<file path="src/rtl/tri_pfd_pkg.sv">
package tri_pfd_pkg;

    // Twelve states; the name tells the output mode and the recorded
    // (reference, feedback) levels.
    typedef enum logic [3:0] {
        S_HZ_LL = 4'd1,
        S_DN_LH = 4'd2,
        S_UP_HL = 4'd3,
        S_DN_LL = 4'd4,
        S_UP_LL = 4'd5,
        S_HZ_HH = 4'd6,
        S_HZ_LH = 4'd7,
        S_HZ_HL = 4'd8,
        S_UP_HH = 4'd9,
        S_DN_HL = 4'd10,
        S_UP_LH = 4'd11,
        S_DN_HH = 4'd12
    } pfd_state_e;

    typedef enum logic [1:0] {
        M_HOLD = 2'd0,
        M_UP   = 2'd1,
        M_DOWN = 2'd2
    } pfd_mode_e;

    typedef struct packed {
        pfd_state_e state;
    } pfd_regs_t;

    function automatic pfd_mode_e mode_of(input pfd_state_e s);
        case (s)
            S_UP_HL, S_UP_LL, S_UP_HH, S_UP_LH: mode_of = M_UP;
            S_DN_LH, S_DN_LL, S_DN_HL, S_DN_HH: mode_of = M_DOWN;
            default:                            mode_of = M_HOLD;
        endcase
    endfunction

    function automatic logic ref_lvl_of(input pfd_state_e s);
        case (s)
            S_UP_HL, S_HZ_HH, S_HZ_HL, S_UP_HH, S_DN_HL, S_DN_HH: ref_lvl_of = 1'b1;
            default:                                              ref_lvl_of = 1'b0;
        endcase
    endfunction

    function automatic logic fbk_lvl_of(input pfd_state_e s);
        case (s)
            S_DN_LH, S_HZ_HH, S_HZ_LH, S_UP_HH, S_UP_LH, S_DN_HH: fbk_lvl_of = 1'b1;
            default:                                              fbk_lvl_of = 1'b0;
        endcase
    endfunction

    function automatic pfd_state_e compose(input pfd_mode_e m, input logic r, input logic f);
        pfd_state_e s;
        case ({m, r, f})
            {M_HOLD, 1'b0, 1'b0}: s = S_HZ_LL;
            {M_HOLD, 1'b0, 1'b1}: s = S_HZ_LH;
            {M_HOLD, 1'b1, 1'b0}: s = S_HZ_HL;
            {M_HOLD, 1'b1, 1'b1}: s = S_HZ_HH;
            {M_UP,   1'b0, 1'b0}: s = S_UP_LL;
            {M_UP,   1'b0, 1'b1}: s = S_UP_LH;
            {M_UP,   1'b1, 1'b0}: s = S_UP_HL;
            {M_UP,   1'b1, 1'b1}: s = S_UP_HH;
            {M_DOWN, 1'b0, 1'b0}: s = S_DN_LL;
            {M_DOWN, 1'b0, 1'b1}: s = S_DN_LH;
            {M_DOWN, 1'b1, 1'b0}: s = S_DN_HL;
            {M_DOWN, 1'b1, 1'b1}: s = S_DN_HH;
            default:              s = S_HZ_LL;
        endcase
        return s;
    endfunction

endpackage

</file>
<file path="src/rtl/tri_pfd_sync.sv">
module tri_pfd_sync #(
    parameter int STAGES = 2
) (
    input  logic clk,
    input  logic rst,
    input  logic async_i,
    output logic sync_o
);
    localparam int LAST = STAGES - 1;

    logic [LAST:0] chain_d, chain_q;

    generate
        if (STAGES == 1) begin : g_single
            always_comb chain_d = async_i;
        end else begin : g_multi
            always_comb chain_d = {chain_q[LAST-1:0], async_i};
        end
    endgenerate

    always_ff @(posedge clk) begin
        if (rst) chain_q <= '0;
        else     chain_q <= chain_d;
    end

    assign sync_o = chain_q[LAST];
endmodule

</file>
<file path="src/rtl/tri_pfd_fsm.sv">
module tri_pfd_fsm
    import tri_pfd_pkg::*;
(
    input  logic       clk,
    input  logic       rst,
    input  logic       ref_s,
    input  logic       fbk_s,
    output pfd_state_e state_o
);
    pfd_regs_t regs_d, regs_q;

    always_comb begin
        pfd_mode_e m;
        logic      r;
        logic      f;
        m = mode_of(regs_q.state);
        r = ref_lvl_of(regs_q.state);
        f = fbk_lvl_of(regs_q.state);
        regs_d = regs_q;
        if (ref_s != r) begin
            // Reference change handled first; a feedback change waits a cycle.
            if (ref_s) m = (m == M_DOWN) ? M_HOLD : M_UP;
            r = ref_s;
        end else if (fbk_s != f) begin
            if (fbk_s) m = (m == M_UP) ? M_HOLD : M_DOWN;
            f = fbk_s;
        end
        regs_d.state = compose(m, r, f);
    end

    always_ff @(posedge clk) begin
        if (rst) regs_q.state <= S_HZ_LL;
        else     regs_q       <= regs_d;
    end

    assign state_o = regs_q.state;
endmodule

</file>
<file path="src/rtl/tri_pfd_outdec.sv">
module tri_pfd_outdec
    import tri_pfd_pkg::*;
(
    input  pfd_state_e state_i,
    output logic       up_o,
    output logic       dn_o,
    output logic       drive_en_o,
    output logic       lock_o
);
    always_comb begin
        up_o = 1'b0;
        dn_o = 1'b0;
        case (state_i)
            S_UP_HL, S_UP_LL, S_UP_HH, S_UP_LH: up_o = 1'b1;
            S_DN_LH, S_DN_LL, S_DN_HL, S_DN_HH: dn_o = 1'b1;
            default: ;
        endcase
        drive_en_o = up_o | dn_o;
        case (state_i)
            S_HZ_LL, S_HZ_HH, S_HZ_LH, S_HZ_HL: lock_o = 1'b1;
            default:                            lock_o = 1'b0;
        endcase
    end
endmodule

</file>
<file path="src/rtl/tri_pfd.sv">
module tri_pfd
    import tri_pfd_pkg::*;
#(
    parameter int SYNC_STAGES = 2
) (
    input  logic clk,
    input  logic rst,
    input  logic ref_i,
    input  logic fbk_i,
    output logic up_o,
    output logic dn_o,
    output logic drive_en_o,
    output logic lock_o
);
    logic       ref_s;
    logic       fbk_s;
    pfd_state_e state;

    tri_pfd_sync #(.STAGES(SYNC_STAGES)) u_sync_ref (
        .clk(clk), .rst(rst), .async_i(ref_i), .sync_o(ref_s)
    );

    tri_pfd_sync #(.STAGES(SYNC_STAGES)) u_sync_fbk (
        .clk(clk), .rst(rst), .async_i(fbk_i), .sync_o(fbk_s)
    );

    tri_pfd_fsm u_fsm (
        .clk(clk), .rst(rst), .ref_s(ref_s), .fbk_s(fbk_s), .state_o(state)
    );

    tri_pfd_outdec u_dec (
        .state_i(state), .up_o(up_o), .dn_o(dn_o),
        .drive_en_o(drive_en_o), .lock_o(lock_o)
    );
endmodule

</file>
<file path="config.mk">
export PLATFORM = sky130hd
export DESIGN_NAME = tri_pfd
export DESIGN_NICKNAME = d
export VERILOG_FILES = /design/src/rtl/tri_pfd_pkg.sv /design/src/rtl/tri_pfd_sync.sv /design/src/rtl/tri_pfd_fsm.sv /design/src/rtl/tri_pfd_outdec.sv /design/src/rtl/tri_pfd.sv
export SDC_FILE = /design/constraint.sdc
export NUM_CORES = 1
export LEC_CHECK = 0
export ABC_AREA = 1
export BUFFER_PORTS_ARGS = -buffer_cell sky130_fd_sc_hd__buf_2
export CAP_MARGIN = 20
export CORE_AREA = 2 2 39 41
export CTS_CLUSTER_DIAMETER = 120
export CTS_CLUSTER_SIZE = 24
export DETAILED_ROUTE_END_ITERATION = 16
export DIE_AREA = 0 0 41 43
export PLACE_DENSITY = 0.67
export SLEW_MARGIN = 5
export SYNTH_ARGS = -nofsm -noshare
export SYNTH_HDL_FRONTEND = slang
export SYNTH_SLANG_ARGS = --single-unit
</file>
<file path="constraint.sdc">
create_clock -name clk -period 2.6 [get_ports clk]
set_clock_uncertainty 0.1 [all_clocks]
set_input_delay 0.52 -clock clk [delete_from_list [all_inputs] [get_ports clk]]
set_output_delay 0.52 -clock clk [all_outputs]
set_load 0.03 [all_outputs]
</file>
# Word-level counts from Yosys, hierarchy flattened
# Memories as Yosys holds them, arrays and structs flattened. A register that Yosys moved wholly into a read port is not among the register bits.
# Cells that the tools add are included.
[totals] memories=2 mem_bits_ro=96 out_inout_bits=4 regBits=4 elab_cells=40
[classes] n_eq_ne=16 muxes=14 bitwise=1 n_reduce_logical=5
[memory_table] name="(no name shown)" words=16 word_bits=4 read_ports=1 rd_clocked_by_memory_dff=1 write_ports=0 line="tri_pfd_pkg.sv:54" rtl="case ({m, r, f})"
[memory_table] name="(no name shown)" words=16 word_bits=2 read_ports=1 rd_clocked_by_memory_dff=0 write_ports=0 line="tri_pfd_pkg.sv:31" rtl="case (s)"
[ops] op="$eq A4 B4 Y1 const B" count=5
[ops] op="$eq A4 B3 Y1 const B" count=4
[ops] op="$reduce_or A4 Y1" count=3
[ops] op="$reduce_or A6 Y1" count=2
[ops] op="$mux W2" count=5
[ops] op="$mux W1" count=9
[ops] op="$eq A4 B2 Y1 const B" count=2
[ops] op="$eq A4 B1 Y1 const B" count=1
[ops] op="$eq A2 B1 Y1 const B" count=1
[ops] op="$eq A2 B2 Y1 const B" count=1
[ops] op="$ne A1 B1 Y1" count=2
[ops] op="$or A1 B1 Y1" count=1

# Depth between registers and ports, before layout
[logic_depth] ltp_word=6 ltp_mapped=20 mapped_depth_nobuf=20

# Cells and area by module
# Synthesis repeated with hierarchy kept, for this count alone.
[unflattened] hier_cells=111 hier_area_um2=691.9
[modules_own_cells] module="tri_pfd_fsm" area_each_um2=499.2 cells_each=79 instances=1
[modules_own_cells] module="tri_pfd_sync" area_each_um2=55.1 cells_each=6 instances=2
[modules_own_cells] module="tri_pfd_outdec" area_each_um2=82.6 cells_each=20 instances=1

# Worst setup path after synthesis
# OpenSTA, ideal clock, no wires.
[synth_path] path_type="flip-flop to flip-flop" startpoint="reg, netlist name u_fsm.state_o[0]" endpoint="reg, netlist name u_fsm.state_o[1]" arrival_time_ns=2.302 n_path_buf=0 setup_ns=0.070 path_stages_with_launch=16 setup_slack_ns=0.129 path_cell_list="dfxtp_1 > nor2_1 > nand2_1 > nand2_1 > inv_1 > nor2_1 > a2111oi_2 > inv_1 > ha_1 > inv_1 > nand2_1 > nand2_1 > inv_1 > ha_1 > o21bai_1 > a21oi_1"
[synth_via] elab_chain_len=6 elab_cells_between_ends=27 classes_between="13 x eq/ne; 11 x mux; 2 x reduce/logical; 1 x memory"
[synth_rtl] element="$mem_v2 Z16 W2 (tied with other cells)"
[synth_rtl] element="$eq A2 B1 Y1 or $reduce_or A6 Y1 (tied branches)" line="tri_pfd_fsm.sv:25, tri_pfd_pkg.sv:46"
[synth_rtl] element="$mux W2 or $mux W1 (tied branches)" line="tri_pfd_fsm.sv:25, tri_pfd_pkg.sv:46"
[synth_rtl] element="$mux W2 or $ne A1 B1 Y1 (tied branches)" line="tri_pfd_fsm.sv:25, tri_pfd_fsm.sv:24"
[synth_rtl] element="$mux W2 or $mux W1 (tied branches)" line="tri_pfd_fsm.sv:24" rtl="end else if (fbk_s != f) begin"
[synth_rtl] element="$mux W2 or $mux W1 (tied branches)" line="tri_pfd_fsm.sv:20" rtl="if (ref_s != r) begin"
# Parallel ways exist; a longest one is shown, timed or not.
# A chain may end at the register's enable or synchronous reset.

# Worst setup path after layout
[layout_path] startpoint="reg, netlist name u_fsm.state_o[1]" endpoint="reg, netlist name u_fsm.state_o[1]"
[layout_via] elab_chain_len=6 elab_cells_between_ends=27 classes_between="13 x eq/ne; 11 x mux; 2 x reduce/logical; 1 x memory"
[layout_rtl] element="$mem_v2 Z16 W2 (tied with other cells)"
[layout_rtl] element="$eq A2 B1 Y1 or $reduce_or A6 Y1 (tied branches)" line="tri_pfd_fsm.sv:25, tri_pfd_pkg.sv:46"
[layout_rtl] element="$mux W2 or $mux W1 (tied branches)" line="tri_pfd_fsm.sv:25, tri_pfd_pkg.sv:46"
[layout_rtl] element="$mux W2 or $ne A1 B1 Y1 (tied branches)" line="tri_pfd_fsm.sv:25, tri_pfd_fsm.sv:24"
[layout_rtl] element="$mux W2 or $mux W1 (tied branches)" line="tri_pfd_fsm.sv:24"
[layout_rtl] element="$mux W2 or $mux W1 (tied branches)" line="tri_pfd_fsm.sv:20"
# Parallel ways exist; a longest one is shown, timed or not.

==> run_results.csv <==
group,metric,value,unit
clocking,cts_buffers,3,
cells_and_area,antenna_cells,0,
cells_and_area,mostFrequentLayoutCells,"24 x nand2_1, 17 x inv_1, 10 x nor2_1",
critical_path,reg2reg_start,"u_fsm.state_o[1]",
floorplanning,initial_core_util,39.7,%
critical_path,cp_max_stage_delay,0.35,ns
synth,netlist-cell-type-count,16,
synth,netlist_instances,89,
drt,first_iter_violations,5,
synth,ys_top_cells_by_area,"dfxtp_1 29%, nand2_1 18%, inv_1 13%",
clocking,cts.sink_count,8,
drt,total_drc_errors_in_the_routed_layout,0,
synth,synth_top_cell_area_share,29.2,%
timing,hold_viol_final,0,
critical_path,startpoint_type,"flip-flop",
critical_path,worst_setup_path_end_kind,"flip-flop",
timing,tightest_slew,0.335,ns
timing,finalWorstPathRequiredPeriod,2.43,ns
critical_path,crit_path_cell_trace,"inv_2 -> nor2_1 -> nand2_1 -> nand2_2 -> inv_1 -> nor2_1 -> a2111oi_2 -> inv_1 -> ha_4 -> nand3_1 -> nand2_2 -> inv_2 -> ha_1 -> o21bai_1 -> a21oi_1",
timing,maximum_achievable_frequency,0.411,GHz
grt,pin_count_of_the_biggest_net_entering_global_routing,8,
clocking,clk_pin_slew,0.05,ns
floorplanning,num_rows,14,
drt,antenna_left,0,
clocking,clkLatencyLatePin,0.25,ns
place,detailed_place_hpwl,829,um
timing,timing.max_slew.rel_slack,77.6,%
place,buffer_ports.inserted,7,
clocking,max-clock-path-buffers,2,
timing,min_period_over_period,93.6,%
critical_path,timing.reg2reg.setup_slack,0.17,ns
grt,wire_length_of_the_first_global_routing_pass,1.68,mm
synth,syn_avg_cell_area,6.17,um^2
synth,synth_area,549,um^2
power_and_ir_drop,power-per-cell-area,1190,nW/um^2
grt,antenna_found_initial,0,
floorplanning,die_width,41,um
drt,via_per_inst,4.54,
grt,number_of_global_route_vias_before_repair,465,
clocking,cts_tree,"built",
min_path,min_delay_path_depth,2,
power_and_ir_drop,peak_supply_drop,0.000515,V
timing,final_max_slew_violation_count,0,
min_path,worst_hold_path.endpoint,"u_sync_fbk.chain_q[1]",
floorplanning,core_area,1380,um^2
flow_run,max-cap-violations,0,
clocking,cts.htree.levels,1,
synth,synth_nets,96,
drt,avgRoutedWirePerCell,8.50,um
drt,drt_pass1_iterations,4,
clocking,holdBufCountCts,0,
drt,dr_total_vias,527,
power_and_ir_drop,total_leakage_power,0.000374,uW
synth,synth-seq-cells,8,
grt,grt.total_usage,14.0,%
timing,setup_tns,0,ns
place,placed_insts,112,
critical_path,crit_slowest_cell,"dfxtp_4",
critical_path,crit_path_max_fanout,5,
timing,rsz0062_at_grt,"false",
critical_path,reg2reg_to,"u_fsm.state_o[1]",
floorplanning,die_height,43,um
synth,number_of_warnings_reported_in_the_yosys_synthesis_log,0,
min_path,hp-start,"u_sync_fbk.chain_q[0]",
timing,layout_setup_ws,0.166,ns
synth,synth.largest_area_cell,"dfxtp_1",
critical_path,cp_num_buf_inv,4,
cells_and_area,post_layout_nonfiller_instances,116,
critical_path,arrival,2.50,ns
min_path,timing.hold.worst.class,"flip-flop to flip-flop",
clocking,root_buffer,"clkbuf_4",
grt,globalRouteOverflowTotal,0,
cells_and_area,area_delta_synth_final,20.7,%
drt,totalWireLength,986,um
floorplanning,boundary_pin_count,8,
critical_path,cpLargestDelayFamily,"compound AO/OA/AOI/OAI gates",
place,pre_cts_slack,0.112,ns
timing,setup_viol,0,
critical_path,critical_path_required,2.67,ns
critical_path,r2r_cells,15,
floorplanning,design.die.area,1760,um^2
cells_and_area,mostFrequentLayoutCell,"nand2_1",
place,gp_congestion,0.791,
critical_path,timing_worst_setup_path_type,"flip-flop to flip-flop",
cells_and_area,drive_gt1_share,29.0,%
cells_and_area,num-nets-final,109,
status,status,"completed",
synth,share_of_the_yosys_chip_area_belonging_to_registers,29.2,%
-- worst max-delay path by stage --
stage                           from  cells after the start  slack [ns]               end
floorplan           u_fsm.state_o[0]                     15        0.13  u_fsm.state_o[1]
global placement    u_fsm.state_o[2]                     15        0.16  u_fsm.state_o[1]
detailed placement  u_fsm.state_o[0]                     15        0.11  u_fsm.state_o[1]
CTS                 u_fsm.state_o[0]                     15        0.09  u_fsm.state_o[1]
global route        u_fsm.state_o[1]                     15       0.003  u_fsm.state_o[1]
finish              u_fsm.state_o[1]                     15        0.17  u_fsm.state_o[1]
-- cell families (layout without fill, tap and decap cells) --
kind of cell,count (synthesis),count (layout),synth area share [%]
buffers and inverters,21,32,14.4
adders and majority gates,3,3,6.83
and+or+nand+nor,50,50,39.9
DFF,8,8,29.2
AOI/OAI and AO/OA,7,7,9.79
-- per-stage QoR --
stage / total power, uW / util [%] / cell area [um^2] / hold WS (ns)
after floorplan: 569 / - / 549 / 0.288
after global placement: 667 / 43.7 / 604 / 0.289
after detailed placement: 672 / 43.7 / 604 / 0.298
after CTS: 764 / 45.3 / 627 / 0.305
after global routing: 868 / 47.9 / 663 / 0.324
final: 791 / 47.9 / 663 / 0.302
-- tightest hold or removal path: cells and delay by family, from the launching register on --
family                 cells  cell delay [ns]
flip-flops                 1             0.29
buffers and inverters      1             0.04
AND/OR/NAND/NOR            1             0.03
-- cell usage after synthesis --
cell and n:
nand2_1 27, inv_1 19, nor2_1 10, dfxtp_1 8, nand3_1 6, a21oi_1 3
ha_1 3, nand2_2 3, inv_2 2, nand3_2 2, a2111oi_2 1, nor2_2 1
nor3_1 1, o211ai_1 1, o21bai_1 1, o311ai_0 1
-- state kept, by name, summed over array words and instances, names as in the netlist --
signal	cells
u_sync_fbk.chain_q	2
u_sync_ref.chain_q	2
u_fsm.state_o	4
-- metal layers --
| metal | wire length, um | vias up | track usage [%] | share of wire, % |
|---|---|---|---|---|
| met1 | 466 | 222 | 18.0 | 47 |
| met3 | 27 | 4 | 1.57 | 2.7 |
| li1 | - | 293 | - | - |
| met4 | 19 | 0 | 10.0 | 1.9 |
| met2 | 473 | 8 | 20.6 | 48 |
| met5 | 0 | - | 0 | 0 |
-- layout make-up --
cell class	instances	area [um^2]
Inverter	21	78.8
Tap cell	16	20.0
Sequential cell	8	169
Timing Repair Buffer	8	42.5
Multi-Input combinational cell	60	330
Fill cell	151	721
Clock buffer	3	22.5
-- repair_timing --
item,4_1_cts,5_1_grt
endpoints found under the setup margin,0,3
setup buffers,0,1
resized for setup,0,11
-- power breakdown --
group | leakage (uW) | total (uW) | switching [uW] | internal (uW)
clock | 0.0000138 | 89.0 | 36.5 | 52.4
sequential | 0.0000670 | 188 | 33.5 | 154
combinational | 0.000293 | 515 | 334 | 181
Power figures use the tool's default switching activity.
